===== src/rtl/sem_arb_pkg.sv =====
package sem_arb_pkg;

    typedef enum logic [1:0] {
        OWN_NONE  = 2'b00,
        OWN_LEFT  = 2'b01,
        OWN_RIGHT = 2'b10
    } owner_e;

    typedef struct packed {
        owner_e owner;
        logic   wait_l;
        logic   wait_r;
    } tok_state_t;

endpackage


===== src/rtl/sem_port_dec.sv =====
module sem_port_dec #(
    parameter int NUM_SEM = 8,
    parameter int IDX_W   = $clog2(NUM_SEM)
) (
    input  logic               sel,
    input  logic               wr,
    input  logic [IDX_W-1:0]   idx,
    input  logic               wdata,
    output logic [NUM_SEM-1:0] claim,
    output logic [NUM_SEM-1:0] giveback
);
    logic strobe;
    assign strobe = sel & wr;

    for (genvar g = 0; g < NUM_SEM; g++) begin : g_dec
        logic hit;
        assign hit         = strobe && (idx == IDX_W'(g));
        assign claim[g]    = hit & ~wdata;
        assign giveback[g] = hit &  wdata;
    end
endmodule


===== src/rtl/sem_cell.sv =====
module sem_cell
    import sem_arb_pkg::*;
(
    input  logic clk,
    input  logic rst_n,
    input  logic l_claim,
    input  logic l_give,
    input  logic r_claim,
    input  logic r_give,
    output logic l_own,
    output logic r_own
);
    tok_state_t st_d, st_q;
    owner_e     mid_own;
    logic       l_want, r_want;

    always_comb begin
        st_d    = st_q;
        mid_own = st_q.owner;
        if (l_give && mid_own == OWN_LEFT)  mid_own = OWN_NONE;
        if (r_give && mid_own == OWN_RIGHT) mid_own = OWN_NONE;
        l_want = l_claim | st_q.wait_l;
        r_want = r_claim | st_q.wait_r;
        if (mid_own == OWN_NONE) begin
            if (l_want) begin
                mid_own     = OWN_LEFT;
                st_d.wait_l = 1'b0;
                if (r_claim) st_d.wait_r = 1'b1;
            end else if (r_want) begin
                mid_own     = OWN_RIGHT;
                st_d.wait_r = 1'b0;
            end
        end else begin
            if (mid_own == OWN_LEFT  && r_claim) st_d.wait_r = 1'b1;
            if (mid_own == OWN_RIGHT && l_claim) st_d.wait_l = 1'b1;
        end
        st_d.owner = mid_own;
    end

    always_ff @(posedge clk) begin
        if (!rst_n) st_q <= '{owner: OWN_NONE, wait_l: 1'b0, wait_r: 1'b0};
        else        st_q <= st_d;
    end

    assign l_own = (st_q.owner == OWN_LEFT);
    assign r_own = (st_q.owner == OWN_RIGHT);
endmodule


===== src/rtl/dual_sem_arbiter.sv =====
module dual_sem_arbiter #(
    parameter int NUM_SEM = 8,
    parameter int IDX_W   = $clog2(NUM_SEM)
) (
    input  logic             clk,
    input  logic             rst_n,
    input  logic             l_sel,
    input  logic             l_wr,
    input  logic [IDX_W-1:0] l_idx,
    input  logic             l_wdata,
    output logic             l_rdata,
    input  logic             r_sel,
    input  logic             r_wr,
    input  logic [IDX_W-1:0] r_idx,
    input  logic             r_wdata,
    output logic             r_rdata
);
    logic [NUM_SEM-1:0] l_claim_v, l_give_v, r_claim_v, r_give_v;
    logic [NUM_SEM-1:0] l_own_v, r_own_v;

    sem_port_dec #(.NUM_SEM(NUM_SEM), .IDX_W(IDX_W)) u_dec_l (
        .sel(l_sel), .wr(l_wr), .idx(l_idx), .wdata(l_wdata),
        .claim(l_claim_v), .giveback(l_give_v)
    );

    sem_port_dec #(.NUM_SEM(NUM_SEM), .IDX_W(IDX_W)) u_dec_r (
        .sel(r_sel), .wr(r_wr), .idx(r_idx), .wdata(r_wdata),
        .claim(r_claim_v), .giveback(r_give_v)
    );

    for (genvar g = 0; g < NUM_SEM; g++) begin : g_tok
        sem_cell u_cell (
            .clk(clk), .rst_n(rst_n),
            .l_claim(l_claim_v[g]), .l_give(l_give_v[g]),
            .r_claim(r_claim_v[g]), .r_give(r_give_v[g]),
            .l_own(l_own_v[g]), .r_own(r_own_v[g])
        );
    end

    assign l_rdata = l_sel ? ~l_own_v[l_idx] : 1'b1;
    assign r_rdata = r_sel ? ~r_own_v[r_idx] : 1'b1;
endmodule


===== config.mk =====
export PLATFORM = sky130hd
export DESIGN_NAME = dual_sem_arbiter
export DESIGN_NICKNAME = d
export VERILOG_FILES = /design/src/rtl/sem_arb_pkg.sv /design/src/rtl/sem_port_dec.sv /design/src/rtl/sem_cell.sv /design/src/rtl/dual_sem_arbiter.sv
export SDC_FILE = /design/constraint.sdc
export NUM_CORES = 1
export LEC_CHECK = 0
export ABC_CLOCK_PERIOD_IN_PS = 1750
export BUFFER_PORTS_ARGS = -buffer_cell sky130_fd_sc_hd__clkbuf_2
export CAP_MARGIN = 25
export CORE_MARGIN = 10
export CORE_UTILIZATION = 45
export CTS_BUF_LIST = sky130_fd_sc_hd__clkbuf_4 sky130_fd_sc_hd__clkbuf_8
export CTS_CLUSTER_SIZE = 24
export DETAILED_ROUTE_END_ITERATION = 16
export PLACE_DENSITY = 0.7
export SETUP_SLACK_MARGIN = 0.05
export SYNTH_ARGS = -nofsm -noshare
export SYNTH_HDL_FRONTEND = slang
export SYNTH_SLANG_ARGS = --single-unit

===== constraint.sdc =====
create_clock -name clk -period 1.75 [get_ports clk]
set_input_delay 0.35 -clock clk [delete_from_list [all_inputs] [get_ports clk]]
set_output_delay 0.35 -clock clk [all_outputs]
set_load 0.01 [all_outputs]

==> results.sh, run 1 <==
export IMPL_cp_required_ns=1.40
export IMPL_routed_wl_um=4700
export IMPL_syn_num_nets=234
export IMPL_start_util=0.478
export IMPL_antenna_found_initial=0
export IMPL_synth_top_area_frac=0.358
export IMPL_holdBufCountCts=0
export IMPL_drv_slew=0
export IMPL_violations="negative setup slack"
export IMPL_post_place_ws_ns=-0.100
export IMPL_port_buffers=15
export IMPL_synth_top_flop_cell="dfxtp_1"
export IMPL_ys_ff_latch=32
export IMPL_drtIter0Drc=121
export IMPL_syn_avg_cell_area_um2=8.13
export IMPL_io_pins=16
export IMPL_synth_largest_area_cell="dfxtp_1"
export IMPL_status="complete, but fails checks"
export IMPL_synth_area_um2=1790
export IMPL_num_antenna_cells=0
export IMPL_ant_nets=0
export IMPL_layout_drive_gt1_share=0.242
export IMPL_gp_congestion=0.860
export IMPL_drtPass1Iterations=5
export IMPL_synth_edf_count=0
export IMPL_hold_class="flip-flop to flip-flop"
export IMPL_largest_reg_flops=32
export IMPL_syn_inst=220
export IMPL_cp_start_kind="flip-flop"
export IMPL_cts_tree="built"
export IMPL_cp_cell_sequence="nor2_4 -> a32oi_1 -> mux4_2 -> nand2b_4 -> buf_6"
export IMPL_tightest_slew_ns=0.550
export IMPL_routedWlPerCell_um=15.9
export IMPL_clock_latency_ns=0.29
export IMPL_max_freq_mhz=535
export IMPL_critPathKind="flip-flop to primary output"
export IMPL_dieArea_um2=6890
export IMPL_coreArea_um2=3740
export IMPL_finalClockSkew_ns=0.00282
export IMPL_yosys_warnings=0
export IMPL_crit_slowest_cell="mux4_2"
export IMPL_cts_buffers=5
export IMPL_grt_max_degree=34
export IMPL_nets=261
export IMPL_drc=0
export IMPL_via_per_inst=6.14
export IMPL_setup_slack_ns=-0.119
export IMPL_cap_violations=0
export IMPL_period_minus_slack_ns=1.87
export IMPL_area_delta_synth_final_pct=21.0
export IMPL_clk_path_buf_depth=2
export IMPL_relSlewSlack=0.633
export IMPL_ir_worst_vdd_mv=0.569
export IMPL_via_count=1817
export IMPL_setup_violations=2
export IMPL_crit_path_max_incr_delay_ns=0.47
export IMPL_rows=22
export IMPL_root_buffer="clkbuf_8"
export IMPL_finalHoldViolCount=0
export IMPL_endpoint_kind="primary output"
export IMPL_dpl_hpwl_um=3410
export IMPL_cts_htree_levels=2
export IMPL_reg_top3="g_tok.u_cell.st_q (32)"
export IMPL_clock_sinks=32
export IMPL_synth_distinct_cells=42
export IMPL_dieWidth_um=83.0
export IMPL_grt_pass1_wl_um=8250
export IMPL_leakagePower_nw=0.738
export IMPL_grt_pass1_vias=1765
export IMPL_regMostFlops="g_tok.u_cell.st_q"
export IMPL_path_max_fanout=3
export IMPL_p_per_area_nw_per_um2=737
export IMPL_track_usage=0.138
export IMPL_yosysSeqAreaShare=0.358
export IMPL_die_y_um=83.0
export IMPL_layout_worst_path_cycle_share=1.07
export IMPL_holdWs_ns=0.495
export IMPL_rsz0062_at_grt="yes"
export IMPL_synth_async_reset_ratio=0
export IMPL_synth_area_leaders="dfxtp_1 36%, o21ai_0 6.2%, nor2b_1 5.6%, nor3_1 5.3%, a21oi_1 3.9%"
export IMPL_grt_overflow=0
export IMPL_critPathArrivalTime_ns=1.52
export IMPL_path_clk_slew_ns=0.07
what timing repair did:
item | 4_1_cts | 5_1_grt
buffers inserted | 3 | 1
endpoints found under the setup margin | 2 | 2
gates resized for setup | 14 | 12
pin swaps | 1 | 4
kinds of logic after synthesis:
logic type | share of synthesized area
simple gates | 0.269
flops | 0.358
buf+inv | 0.0539
compound gates | 0.307
mux | 0.0126
cells in the final DEF (no fill, tap or decap), types with 2 or more instances in the layout:
cell type   n
nand2b_4    2
nand4_1     2
o21bai_1    7
nor2_1      8
o22ai_1     8
dfxtp_4     2
nand3_1     2
nor2b_1    16
nand2b_1    3
dfxtp_2     9
inv_1      11
clkbuf_8    5
buf_4      15
o21ai_1     2
o31ai_1     2
and2_1      8
nor3_1     19
clkbuf_2   13
dfxtp_1    21
a21oi_1    14
nand4b_1    3
o31a_1      7
nand2_1     5
nor3b_1     2
a31oi_1    10
nor4_1      3
a32oi_1     4
o21ai_0    21
stage by stage:
stage                     utilization  cells  power [mW]  setup TNS (ns)  cell area [um2]
after detailed placement        0.522    284       0.900          -0.100             1950
after global routing            0.578    296        1.65          -0.306             2160
after CTS                       0.566    295        1.60          -0.149             2120
after global placement          0.522    284       0.899         -0.0342             1950
after floorplan                     -    220       0.845               0             1790
final                           0.578    296        1.60          -0.145             2160
area by class of cell:
type                            instances  area [um2]
Fill cell                             352        1580
Sequential cell                        32         659
Multi-Input combinational cell        166        1090
Timing Repair Buffer                   30         194
Tap cell                               48        60.1
Clock buffer                            5        68.8
Clock inverter                          3        42.5
Inverter                               12        45.0
synthesized netlist by cell type, types with 2 or more instances:
cell type,number
dfxtp_1,32
o21ai_0,22
nor3_1,19
nor2b_1,16
a21oi_1,14
inv_1,12
a31oi_1,10
nor2_1,9
and2_1,8
o22ai_1,8
o21bai_1,7
o31a_1,7
buf_2,5
nand2_1,5
a32oi_1,4
clkbuf_1,4
nand2b_1,4
nand4b_1,3
nor3b_1,3
nor4_1,3
nand3_1,2
nand4_1,2
o31ai_1,2
worst max-delay path: cells and delay by family, from the launching register on:
kind                   cells  cell delay, ns
AOI/OAI and AO/OA          1            0.07
buffers and inverters      1            0.11
DFF                        1            0.36
muxes                      1            0.47
and+or+nand+nor            2            0.22
report_power, final:
part	total (mW)	switching (mW)	internal (mW)
Sequential	0.737	0.00570	0.731
Clock	0.700	0.280	0.421
Combinational	0.158	0.0970	0.0610
per-layer routing:
| layer | up-vias | global-route usage | routed length, um |
|---|---|---|---|
| met5 | - | 0 | 0 |
| met3 | 10 | 0.0400 | 310 |
| li1 | 884 | - | - |
| met2 | 56 | 0.227 | 2220 |
| met1 | 867 | 0.164 | 2090 |
| met4 | 0 | 0.0508 | 72 |
final timing paths:
check	start	end	slack, ns	cells after the start
worst max-delay path	g_tok[0].u_cell.st_q[3]$_SDFF_PN0_	l_rdata	-0.12	5
worst min-delay path	g_tok[6].u_cell.st_q[0]$_SDFFE_PN0P_	g_tok[6].u_cell.st_q[0]$_SDFFE_PN0P_	0.50	1
worst max register to register	g_tok[6].u_cell.st_q[2]$_SDFF_PN0_	g_tok[6].u_cell.st_q[3]$_SDFF_PN0_	0.38	4
worst min register to register	g_tok[6].u_cell.st_q[0]$_SDFFE_PN0P_	g_tok[6].u_cell.st_q[0]$_SDFFE_PN0P_	0.50	1
Note: power is estimated with default switching activity, not from simulation.
==> inputs of run 2 (changes only) <==
- MAX_ROUTING_LAYER: default -> met4
==> run 2 against run 1 <==
Net effect:
- cell count unchanged
- critical path type unchanged
- power about the same
- sequential power about the same
- first-iteration DRC count decreased by 7.4%
- the run still ends with negative setup slack left
- count of clock-buffer cells in the layout unchanged
- setup slack got worse by 0.00072 ns
- combinational power about the same
==> results.sh, run 2 (same netlist as run 1, synthesis figures left out) <==
export IMPL_seq_power_share=0.462
export IMPL_track_usage=0.142
export IMPL_via_count=1808
export IMPL_grt_max_degree=34
export IMPL_gp_congestion=0.874
export IMPL_clock_latency_ns=0.29
export IMPL_layout_drive_gt1_share=0.242
export IMPL_clock_sinks=32
export IMPL_num_antenna_cells=0
export IMPL_die_y_um=83.0
export IMPL_coreArea_um2=3740
export IMPL_swShare=0.240
export IMPL_post_place_ws_ns=-0.100
export IMPL_period_minus_slack_ns=1.87
export IMPL_setup_slack_ns=-0.119
export IMPL_io_pins=16
export IMPL_critPathKind="flip-flop to primary output"
export IMPL_nFillCells=352
export IMPL_fin_util=0.578
export IMPL_rows=22
export IMPL_mostFrequentLayoutCells="21 x o21ai_0, 21 x dfxtp_1, 19 x nor3_1, 16 x nor2b_1, 15 x buf_4"
export IMPL_dpl_hpwl_um=3410
export IMPL_path_max_fanout=3
export IMPL_finalHoldViolCount=0
export IMPL_regMostFlops="g_tok.u_cell.st_q"
export IMPL_antenna_found_initial=0
export IMPL_dieWidth_um=83.0
export IMPL_relSlewSlack=0.627
export IMPL_dieArea_um2=6890
export IMPL_p_int_mw=1.21
export IMPL_grt_pass1_wl_um=8270
export IMPL_cts_buffers=5
export IMPL_layout_worst_path_cycle_share=1.07
export IMPL_endpoint_kind="primary output"
export IMPL_grt_overflow=0
export IMPL_root_buffer="clkbuf_8"
export IMPL_rsz0062_at_grt="yes"
export IMPL_cts_htree_levels=2
export IMPL_min_path_cells=1
export IMPL_leakagePower_nw=0.738
export IMPL_status="complete, but fails checks"
export IMPL_reg_top3="g_tok.u_cell.st_q (32)"
export IMPL_p_clk_frac=0.439
export IMPL_routedWlPerCell_um=15.9
export IMPL_path_clk_slew_ns=0.07
export IMPL_max_freq_mhz=535
export IMPL_p_per_area_nw_per_um2=738
export IMPL_area_delta_synth_final_pct=21.0
export IMPL_ir_worst_vdd_mv=0.571
export IMPL_ant_nets=0
export IMPL_p_switching_mw=0.383
export IMPL_nets=261
export IMPL_critPathArrivalTime_ns=1.52
export IMPL_start_util=0.478
export IMPL_cp_start_kind="flip-flop"
export IMPL_port_buffers=15
export IMPL_finalClockSkew_ns=0.00296
export IMPL_drv_slew=0
export IMPL_cap_violations=0
export IMPL_hold_class="flip-flop to flip-flop"
export IMPL_largest_reg_flops=32
export IMPL_drtPass1Iterations=4
export IMPL_tightest_slew_ns=0.560
export IMPL_clk_path_buf_depth=2
export IMPL_via_per_inst=6.11
export IMPL_drc=0
export IMPL_drtIter0Drc=112
export IMPL_cts_tree="built"
export IMPL_grt_pass1_vias=1763
export IMPL_p_comb_frac=0.100
export IMPL_reg2reg_depth=4
export IMPL_cp_required_ns=1.40
export IMPL_violations="negative setup slack"
export IMPL_routed_wl_um=4710
export IMPL_setup_violations=2
run 2: cell counts in the layout (fill, tap and decap cells not counted):
Identical to the previous run, type by type.
run 2: routing by layer:
layer  global-route usage  part of all wire
met4               0.0415             0.011
met2                0.226              0.47
met5                    -                 0
met1                0.167              0.47
met3               0.0449             0.046
run 2: worst max-delay path, stage by stage (launching register included):
cell	delay [ns]
dfxtp_4	0.35
inv_2	0.04
a32oi_1	0.10
mux4_2	0.47
nand2b_4	0.15
buf_6	0.11
run 2: power groups by stage:
stage	combinational, mW	clock [mW]	sequential, mW
final	0.159	0.700	0.737
after global placement	0.143	0	0.756
after detailed placement	0.145	0	0.755
after floorplan	0.0911	0	0.754
after global routing	0.175	0.747	0.737
after CTS	0.150	0.710	0.737
run 2: through the flow:
stage / total power [mW] / instances / hold slack, ns / instance area [um2] / TNS [ns]
finish: 1.60 / 296 / 0.495 / 2160 / -0.141
global placement: 0.899 / 284 / 0.477 / 1950 / -0.0342
detailed placement: 0.900 / 284 / 0.482 / 1950 / -0.100
CTS: 1.60 / 295 / 0.497 / 2120 / -0.149
global route: 1.66 / 296 / 0.526 / 2160 / -0.314
floorplan: 0.845 / 220 / 0.467 / 1790 / 0
run 2: repair_timing:
action / in CTS / in global routing
resized for setup: 14 / 12
hold buffers: 0 / 0
pin swaps: 1 / 4
hold endpoints to repair: 0 / 0
endpoints found under the setup margin: 2 / 2
setup buffers: 3 / 1
run 2: final timing paths:
kind	startpoint	endpoint	slack, ns
setup / recovery	g_tok[1].u_cell.st_q[3]$_SDFF_PN0_	l_rdata	-0.12
hold / removal	g_tok[6].u_cell.st_q[0]$_SDFFE_PN0P_	g_tok[6].u_cell.st_q[0]$_SDFFE_PN0P_	0.49
setup reg to reg	g_tok[6].u_cell.st_q[2]$_SDFF_PN0_	g_tok[6].u_cell.st_q[3]$_SDFF_PN0_	0.39
hold reg to reg	g_tok[6].u_cell.st_q[0]$_SDFFE_PN0P_	g_tok[6].u_cell.st_q[0]$_SDFFE_PN0P_	0.49
run 2: cell type report:
type / instances / area [um2] / share of cell area
multi-input combinational: 166 / 1090 / 0.505
clock buffer: 5 / 68.8 / 0.0318
inverter: 12 / 45.0 / 0.0208
sequential: 32 / 659 / 0.305
timing repair buffer: 30 / 194 / 0.0896
clock inverter: 3 / 42.5 / 0.0197
tap: 48 / 60.1 / 0.0278
==> inputs of run 3 (changes only) <==
- ABC_AREA: default -> 1
- ABC_CLOCK_PERIOD_IN_PS: 1750 -> 2100
- BUFFER_PORTS_ARGS: -buffer_cell sky130_fd_sc_hd__clkbuf_2 -> -buffer_cell sky130_fd_sc_hd__buf_4
- clock period: 1.75 -> 2.1 ns (I/O delays scaled with it)
==> run 3 against run 2 <==
Net effect:
- the flow now finishes without violations
- critical path depth rose by 1
- clock power fell by 29%
- final area fell by 3.3%
- die area rose by 1.6%
- critical endpoint unchanged
- largest cell class unchanged
==> results.sh, run 3 <==
export IMPL_root_buffer="clkbuf_8"
export IMPL_clock_latency_ns=0.29
export IMPL_met2_length_um=2040
export IMPL_synth_top_area_frac=0.351
export IMPL_port_buffers=15
export IMPL_final_area_um2=2090
export IMPL_synthTopCellsByCount="89 x nand2_1, 48 x inv_1, 32 x dfxtp_1, 32 x nor2_1, 23 x a21oi_1"
export IMPL_finalSetupTns_ns=0
export IMPL_drc=0
export IMPL_rows=23
export IMPL_synth_async_reset_ratio=0
export IMPL_start_util=0.460
export IMPL_synthMuxAreaShare=0
export IMPL_synth_top_family_by_area="simple AND/OR/NAND/NOR gates"
export IMPL_cts_htree_levels=2
export IMPL_hold_class="input port to flip-flop"
export IMPL_place_area_um2=2000
export IMPL_endpoint_kind="primary output"
export IMPL_drtPass1Iterations=4
export IMPL_cap_violations=0
export IMPL_cts_tree="built"
export IMPL_ys_ff_latch=32
export IMPL_die_y_um=83.7
export IMPL_cts_buffers=5
export IMPL_max_freq_mhz=550
export IMPL_ant_nets=0
export IMPL_yosys_warnings=0
export IMPL_crit_slowest_cell="dfxtp_1"
export IMPL_tightest_slew_ns=0.499
export IMPL_via_per_inst=4.95
export IMPL_cp_cell_sequence="inv_1 -> o21ai_0 -> nand4_1 -> nand2_1 -> nand3_1 -> buf_4"
export IMPL_finalHoldViolCount=0
export IMPL_routed_wl_um=4290
export IMPL_layout_worst_path_cycle_share=0.866
export IMPL_holdBufCountCts=0
export IMPL_dieWidth_um=83.7
export IMPL_synth_area_um2=1830
export IMPL_routed_top_layer="met4"
export IMPL_mostFrequentLayoutCells="89 x nand2_1, 48 x inv_1, 32 x nor2_1, 32 x dfxtp_1, 23 x a21oi_1"
export IMPL_period_minus_slack_ns=1.82
export IMPL_synth_simple_area_share=0.382
export IMPL_area_delta_synth_final_pct=14.5
export IMPL_cts_setup_buffers=0
export IMPL_yosysSeqAreaShare=0.351
export IMPL_clk_path_buf_depth=2
export IMPL_clock_sinks=32
export IMPL_synth_largest_area_cell="dfxtp_1"
export IMPL_track_usage=0.130
export IMPL_synth_top_flop_cell="dfxtp_1"
export IMPL_io_pins=16
export IMPL_synthAdderAreaFrac=0
export IMPL_drtIter0Drc=138
export IMPL_final_common_cell="nand2_1"
export IMPL_synth_compound_area_frac=0.157
export IMPL_critPathKind="flip-flop to primary output"
export IMPL_antenna_found_initial=0
export IMPL_synth_area_leaders="dfxtp_1 35%, nand2_1 18%, inv_1 9.9%, nor2_1 6.6%, a21oi_1 6.3%"
export IMPL_finalClockSkew_ns=0.00109
export IMPL_leakagePower_nw=0.924
export IMPL_dr_wl_met3_um=119
export IMPL_regMostFlops="g_tok.u_cell.st_q"
export IMPL_grt_overflow=0
export IMPL_dpl_hpwl_um=3340
export IMPL_coreArea_um2=3970
export IMPL_synth_distinct_cells=20
export IMPL_path_max_fanout=3
export IMPL_ir_worst_vdd_mv=0.376
export IMPL_routedWlPerCell_um=11.6
export IMPL_setup_violations=0
export IMPL_path_buf_inv=2
export IMPL_reg_top3="g_tok.u_cell.st_q (32)"
export IMPL_num_antenna_cells=0
export IMPL_largest_reg_flops=32
export IMPL_gp_congestion=0.879
export IMPL_synth_xor_area_share=0
export IMPL_rsz0062_at_grt="no"
export IMPL_path_clk_slew_ns=0.07
export IMPL_cts_repair_resize_count=0
export IMPL_grt_pass1_vias=1676
export IMPL_layout_drive_gt1_share=0.110
export IMPL_grt_pass1_wl_um=7510
export IMPL_cp_required_ns=1.68
export IMPL_syn_avg_cell_area_um2=6.13
export IMPL_syn_num_nets=312
export IMPL_drv_slew=0
export IMPL_nets=332
export IMPL_critPathArrivalTime_ns=1.40
export IMPL_yosysMostFrequentCell="nand2_1"
export IMPL_grt_max_degree=17
export IMPL_via_count=1826
export IMPL_syn_inst=298
export IMPL_wl_met1_um=2070
export IMPL_relSlewSlack=0.667
export IMPL_status="finished clean"
export IMPL_synth_edf_count=0
export IMPL_crit_path_max_incr_delay_ns=0.35
export IMPL_dieArea_um2=7010
export IMPL_cp_start_kind="flip-flop"
export IMPL_crit_family="flip-flops"
export IMPL_p_per_area_nw_per_um2=597
export IMPL_nFillCells=447
[run 3: cell types whose count changed after synthesis, moves of 15 or more]
cell and delta:
nand2_1 +84, nor3_1 -15, nand3_1 +20, nor2b_1 -16
inv_1 +36, nor2_1 +23
[run 3: cell families after synthesis]
group | Yosys count
simple gates | 163
flops | 32
compound gates | 50
buf+inv | 53
[run 3: worst paths after layout]
path | startpoint | endpoint | slack, ns | depth (start not counted)
worst max register to register | g_tok[3].u_cell.st_q[3]$_SDFF_PN0_ | g_tok[3].u_cell.st_q[3]$_SDFF_PN0_ | 1.01 | 7
worst min-delay path | rst_n | g_tok[6].u_cell.st_q[0]$_SDFFE_PN0P_ | 0.46 | 3
worst min register to register | g_tok[4].u_cell.st_q[0]$_SDFFE_PN0P_ | g_tok[4].u_cell.st_q[0]$_SDFFE_PN0P_ | 0.47 | 2
worst max-delay path | g_tok[6].u_cell.st_q[2]$_SDFF_PN0_ | l_rdata | 0.28 | 6
[run 3: worst register-to-register path, cell delays in order (launching register included)]
cell     delay (ns)
dfxtp_1        0.36
nor2_1         0.11
nand3_1        0.09
nand2_1        0.09
nand2_1        0.08
nor2_2         0.11
nand2_1        0.06
a21oi_1        0.12
[run 3: area by class of cell]
type                    count  area (um2)  area share
flip-flops and latches     32         641       0.306
well taps                  50        62.6      0.0299
clock inverters             2        10.0     0.00478
multi-input cells         213         985       0.471
inverters                  49         184      0.0879
clock buffers               6        82.6      0.0395
repair buffers             17         128      0.0610
[run 3: stage by stage]
step                hold slack [ns]  power [mW]  cells  utilization  setup WS (ns)
floorplan                     0.437       0.708    298            -          0.626
global placement              0.462       0.761    361        0.503          0.367
detailed placement            0.460       0.763    361        0.503          0.363
CTS                           0.466        1.26    369        0.527          0.298
global route                  0.465        1.31    369        0.527          0.101
finish                        0.461        1.25    369        0.527          0.282
[run 3: report_power, final]
group	internal (mW)	leakage, nW	switching (mW)
registers	0.611	0.258	0.00421
logic	0.0484	0.615	0.0856
clock network	0.261	0.0510	0.237
[run 3: metal layers]
metal | vias up | track usage
met5 | - | -
met4 | 0 | 0.0441
met3 | 8 | 0.0342
met2 | 23 | 0.212
met1 | 805 | 0.150
li1 | 990 | -
